**src/rtl/bac_pkg.sv**
```systemverilog
package bac_pkg;
    typedef enum logic [1:0] {
        OP_CONT     = 2'd0,
        OP_START_RD = 2'd1,
        OP_START_WR = 2'd2,
        OP_DESEL    = 2'd3
    } bac_op_e;

    typedef enum logic {
        ST_IDLE  = 1'b0,
        ST_BURST = 1'b1
    } bac_state_e;
endpackage

```
**src/rtl/bac_decode.sv**
```systemverilog
module bac_decode
    import bac_pkg::*;
(
    input  logic    proc_strb_n,
    input  logic    ctrl_strb_n,
    input  logic    cs_pri_n,
    input  logic    cs_hi,
    input  logic    cs_lo_n,
    input  logic    wr_n,
    output bac_op_e op
);
    logic sec_ok;
    assign sec_ok = cs_hi & ~cs_lo_n;

    always_comb begin
        if (!proc_strb_n && !cs_pri_n) begin
            // processor strobe wins; write input not sampled here
            op = sec_ok ? OP_START_RD : OP_DESEL;
        end else if (!ctrl_strb_n) begin
            if (!cs_pri_n && sec_ok) begin
                op = wr_n ? OP_START_RD : OP_START_WR;
            end else begin
                op = OP_DESEL;
            end
        end else begin
            op = OP_CONT;
        end
    end
endmodule

```
**src/rtl/bac_burst_ctr.sv**
```systemverilog
module bac_burst_ctr #(
    parameter int ADDR_W = 8
) (
    input  logic              clk,
    input  logic              rst_n,
    input  logic              load,
    input  logic              step,
    input  logic              interleave,
    input  logic [ADDR_W-1:0] base_in,
    output logic [ADDR_W-1:0] addr_out
);
    localparam int LOW_W = 2;
    localparam int HI_W  = ADDR_W - LOW_W;

    logic [HI_W-1:0]  hi_q;
    logic [LOW_W-1:0] start_q;
    logic [LOW_W-1:0] beat_q;
    logic [LOW_W-1:0] low_lin;
    logic [LOW_W-1:0] low_il;

    always_ff @(posedge clk or negedge rst_n) begin
        if (!rst_n) begin
            hi_q    <= '0;
            start_q <= '0;
            beat_q  <= '0;
        end else if (load) begin
            hi_q    <= base_in[ADDR_W-1:LOW_W];
            start_q <= base_in[LOW_W-1:0];
            beat_q  <= '0;
        end else if (step) begin
            beat_q  <= beat_q + 1'b1;
        end
    end

    assign low_lin  = start_q + beat_q;
    assign low_il   = start_q ^ beat_q;
    assign addr_out = {hi_q, interleave ? low_il : low_lin};

    // a hold edge leaves the address unchanged
    p_hold_stable_r8: assert property (@(posedge clk) disable iff (!rst_n)
        (!load && !step) |=> (addr_out == $past(addr_out)) || (interleave != $past(interleave)));

    // linear advance adds one modulo 4 to the low bits
    p_lin_step_r2: assert property (@(posedge clk) disable iff (!rst_n)
        (step && !load && !interleave) ##1 !interleave |->
        addr_out[LOW_W-1:0] == $past(addr_out[LOW_W-1:0]) + 2'd1);
endmodule

```
**src/rtl/burst_addr_ctrl.sv**
```systemverilog
module burst_addr_ctrl
    import bac_pkg::*;
#(
    parameter int ADDR_W = 8
) (
    input  logic              clk,
    input  logic              rst_n,
    input  logic              proc_strb_n,
    input  logic              ctrl_strb_n,
    input  logic              adv_n,
    input  logic              cs_pri_n,
    input  logic              cs_hi,
    input  logic              cs_lo_n,
    input  logic              wr_n,
    input  logic              order_il,
    input  logic [ADDR_W-1:0] ext_addr,
    output logic [ADDR_W-1:0] core_addr,
    output logic              core_valid,
    output logic              core_write,
    output logic              core_desel
);
    bac_op_e    op;
    bac_state_e state_q, state_d;
    logic       ld, stp;

    bac_decode u_decode (
        .proc_strb_n (proc_strb_n),
        .ctrl_strb_n (ctrl_strb_n),
        .cs_pri_n    (cs_pri_n),
        .cs_hi       (cs_hi),
        .cs_lo_n     (cs_lo_n),
        .wr_n        (wr_n),
        .op          (op)
    );

    bac_burst_ctr #(.ADDR_W(ADDR_W)) u_ctr (
        .clk        (clk),
        .rst_n      (rst_n),
        .load       (ld),
        .step       (stp),
        .interleave (order_il),
        .base_in    (ext_addr),
        .addr_out   (core_addr)
    );

    // next state and counter control
    always_comb begin
        state_d = state_q;
        ld      = 1'b0;
        stp     = 1'b0;
        unique case (state_q)
            ST_IDLE: begin
                if (op == OP_START_RD || op == OP_START_WR) begin
                    state_d = ST_BURST;
                    ld      = 1'b1;
                end
            end
            ST_BURST: begin
                unique case (op)
                    OP_START_RD, OP_START_WR: ld = 1'b1;
                    OP_DESEL:                 state_d = ST_IDLE;
                    OP_CONT:                  stp = ~adv_n;
                endcase
            end
        endcase
    end

    // state register
    always_ff @(posedge clk or negedge rst_n) begin
        if (!rst_n) state_q <= ST_IDLE;
        else        state_q <= state_d;
    end

    // command outputs
    always_ff @(posedge clk or negedge rst_n) begin
        if (!rst_n) begin
            core_valid <= 1'b0;
            core_write <= 1'b0;
            core_desel <= 1'b0;
        end else begin
            core_valid <= (op == OP_START_RD) || (op == OP_START_WR) ||
                          (op == OP_CONT && state_q == ST_BURST);
            core_write <= (op == OP_START_WR) ||
                          (op == OP_CONT && state_q == ST_BURST && !wr_n);
            core_desel <= (op == OP_DESEL);
        end
    end

    p_proc_start_r4: assert property (@(posedge clk) disable iff (!rst_n)
        (!proc_strb_n && !cs_pri_n && cs_hi && !cs_lo_n) |=>
        (core_valid && !core_write && core_addr == $past(ext_addr)));

    p_pri_off_desel_r6: assert property (@(posedge clk) disable iff (!rst_n)
        (cs_pri_n && !ctrl_strb_n) |=> (core_desel && !core_valid));

    p_sec_off_desel_r7: assert property (@(posedge clk) disable iff (!rst_n)
        (!cs_pri_n && !(cs_hi && !cs_lo_n) && (!proc_strb_n || !ctrl_strb_n)) |=>
        (core_desel && !core_valid));

    p_idle_no_cmd_r9: assert property (@(posedge clk) disable iff (!rst_n)
        (state_q == ST_IDLE && proc_strb_n && ctrl_strb_n) |=>
        (!core_valid && !core_write));

    p_excl_r10: assert property (@(posedge clk) disable iff (!rst_n)
        $onehot0({core_valid, core_desel}));
endmodule

```
**config.mk**
```make
export PLATFORM = sky130hd
export DESIGN_NAME = burst_addr_ctrl
export DESIGN_NICKNAME = d
export VERILOG_FILES = /design/src/rtl/bac_pkg.sv /design/src/rtl/bac_decode.sv /design/src/rtl/bac_burst_ctr.sv /design/src/rtl/burst_addr_ctrl.sv
export SDC_FILE = /design/constraint.sdc
export NUM_CORES = 1
export LEC_CHECK = 0
export CORE_AREA = 2 2 45 47
export DETAILED_ROUTE_END_ITERATION = 8
export DIE_AREA = 0 0 47 49
export PLACE_DENSITY = 0.72
export SYNTH_ARGS = -nofsm -noshare
export SYNTH_HDL_FRONTEND = slang
export SYNTH_HIERARCHICAL = 1
export SYNTH_SLANG_ARGS = --single-unit
export TNS_END_PERCENT = 50
```
**constraint.sdc**
```tcl
create_clock -name clk -period 1.45 [get_ports clk]
set_clock_uncertainty 0.2 [all_clocks]
set_input_delay 0.29 -clock clk [delete_from_list [all_inputs] [get_ports clk]]
set_output_delay 0.29 -clock clk [all_outputs]
set_load 0.005 [all_outputs]
```
==> metrics.cfg <==
[clock_tree]
cts-root-buf=clkbuf_4
clock_latency_ns=0.28
cts_tree=built
cts_buffer_depth=2
cts_sinks=14
cts_buffers=3
clkTransAtPathRegs_ns=0.09
htree_levels=1

[setup_path]
cp-end-kind=primary output
crit_type=register to primary output
worstSetupStartpointType=register
crit_start=u_ctr/start_q[0]$_DFFE_PN0P_
critical_path_arrival_ns=1.21
reg2reg_from=u_ctr/beat_q[0]$_DFFE_PN0P_
worst_ep_required_time_ns=0.96
worstPathMaxFanout=2

[route]
drc_errors=0
vias=557
drt_iter0_drc=1
firstDrtPassIters=2
drt_wl_total_um=1680
ant_nets=0
wl_per_cell_um=13.1
vias_per_cell=4.35

[pwr]
p_per_area_nw_per_um2=956
power_uw=1250
p_leak_uw=0.000599
ir_worst_vdd_v=0.000543

[global_routing]
grt_pass1_wl_um=2660
grt_remaining_overflow=0
grt_pass1_vias=597
grt_max_degree=15
antenna_found_initial=0
grt_use_total_pct=16.5

[logic_synthesis]
synth_most_common_cell=dfrtp_1
synth_ff_type=dfrtp_1
synth_warnings=6
syn_area_um2=679
synth_edf_count=0
synth-seq-cells=14
synthArstFlopShare_pct=100
synth_cell_types=18
syn_nets=71
synth_area_leaders=dfrtp_1 (52%), mux2_4 (18%), ha_1 (7.4%), xnor2_1 (3.9%), nor2_1 (2.2%)
synthTopCellsByCount=dfrtp_1 (14), mux2_4 (8), ha_1 (4), nor2_1 (4), xnor2_1 (3)
yosysTopAreaCellShare_pct=51.6
synth_largest_area_cell=dfrtp_1
syn_area_per_cell_um2=13.9
yosysSeqAreaShare_pct=51.6
postSynthCellCount=49

[floorplan]
die_w_um=47
core_um2=1840
dieHeight_um=49
floorplan.initialDensity_pct=36.9
die_area_um2=2300
ios=29
row_count=16

[sta]
max_freq_mhz=587
tightest_slew_ns=0.230
drv_slew=0
setup_ws_ns=-0.253
setup_viol=13
period_share_pct=117
finalCriticalPeriod_ns=1.70
hold_viol_final=0
whs_ns=0.0826
rsz0062_at_grt=true
slew_headroom_pct=84.6

[min_path]
hp-start=wr_n
min_path_type=primary input to register

[placement]
gp_congestion=0.720
hpwl_um=1200
portBuffers=28

[final_layout]
nNetsFinal=124
final_util_pct=70.8
synthToLayoutAreaGrowth_pct=91.9
antenna_cells=0
drive_gt1_share_pct=57.4

[outcome]
violations=negative setup slack
status=finished, violations left

[run]
maxCapViolations=0

[where the power goes]
part | total, µW | internal, µW | switching [µW]
sequential | 501 | 456 | 45.0
clock | 276 | 153 | 123
combinational | 470 | 316 | 155
total | 1250 | 924 | 322
[critical path, cell delays in order (launching register included)]
cell and delay (ns):
dfrtp_1 0.42, ha_4 0.17, nor2b_4 0.12, xnor2_1 0.11, buf_2 0.12
[final cells by class]
class                   count  area [µm²]
flip-flops and latches     14         350
inverters                   2        7.51
multi-input cells          32         418
repair buffers             49         458
clock buffers               4        36.3
fillers                   144         538
well taps                  27        33.8
[layout by cell type, fill, tap and decap left out, drive strengths merged, types with 2 or more instances in the layout]
cell	instances
ha	4
nor2	4
dfrtp	14
a21oi	2
dlygate4sd2	3
xnor2	3
clkbuf	5
buf	28
clkdlybuf4s50	11
inv	2
clkdlybuf4s15	6
nand2b	2
mux2	8
[path summary, 6_finish.rpt]
check                                              endpoint  slack [ns]  cells past startpoint
worst min register to register    u_ctr/hi_q[0]$_DFFE_PN0P_        0.30                      1
max in group asynchronous         u_ctr/hi_q[0]$_DFFE_PN0P_        0.76                      2
worst max-delay path                           core_addr[1]       -0.25                      4
worst max register to register  u_ctr/beat_q[1]$_DFFE_PN0P_        0.08                      5
min in group asynchronous       u_ctr/beat_q[0]$_DFFE_PN0P_        0.12                      2
worst min-delay path                   core_write$_DFF_PN0_        0.08                      3
[per-layer routing]
metal / GRT usage (%) / wire length [µm] / vias up
met4: 4.17 / 0 / 0
met1: 18.1 / 613 / 263
met5: 0 / 0 / -
li1: - / - / 272
met2: 29.9 / 922 / 22
met3: 4.44 / 139 / 0
[cell families (layout without fill, tap and decap cells)]
| logic type | Yosys count | in the layout | share of synthesized area (%) |
|---|---|---|---|
| compound gates | 7 | 7 | 7.55 |
| xor+xnor | 3 | 3 | 3.87 |
| fa+ha+maj | 4 | 4 | 7.37 |
| buf+inv | 3 | 55 | 2.76 |
| flops | 14 | 14 | 51.6 |
| mux | 8 | 8 | 17.7 |
| simple gates | 10 | 10 | 9.21 |
[stage by stage]
| stage | TNS (ns) | instance area (µm²) | setup WS, ns | cells |
|---|---|---|---|---|
| floorplan | -2.81 | 702 | -0.309 | 49 |
| global placement | -10.54 | 1080 | -0.778 | 114 |
| global route | -1.83 | 1300 | -0.303 | 128 |
| finish | -1.57 | 1300 | -0.253 | 128 |
| detailed placement | -11.72 | 1080 | -0.864 | 114 |
| CTS | -1.86 | 1240 | -0.276 | 125 |
[state kept, by name (all words and copies together) (netlist names)]
register and cells:
core_write 1, state_q 1, core_valid 1, u_ctr/beat_q 2, u_ctr/hi_q 6, core_desel 1, u_ctr/start_q 2
[repair_timing]
action,in CTS,in global routing
gates resized for setup,62,17
endpoints found under the setup margin,25,21
hold buffers,0,0
buffers inserted,7,3
pin swaps,8,7
No activity file was read; power rests on OpenSTA's default activity.
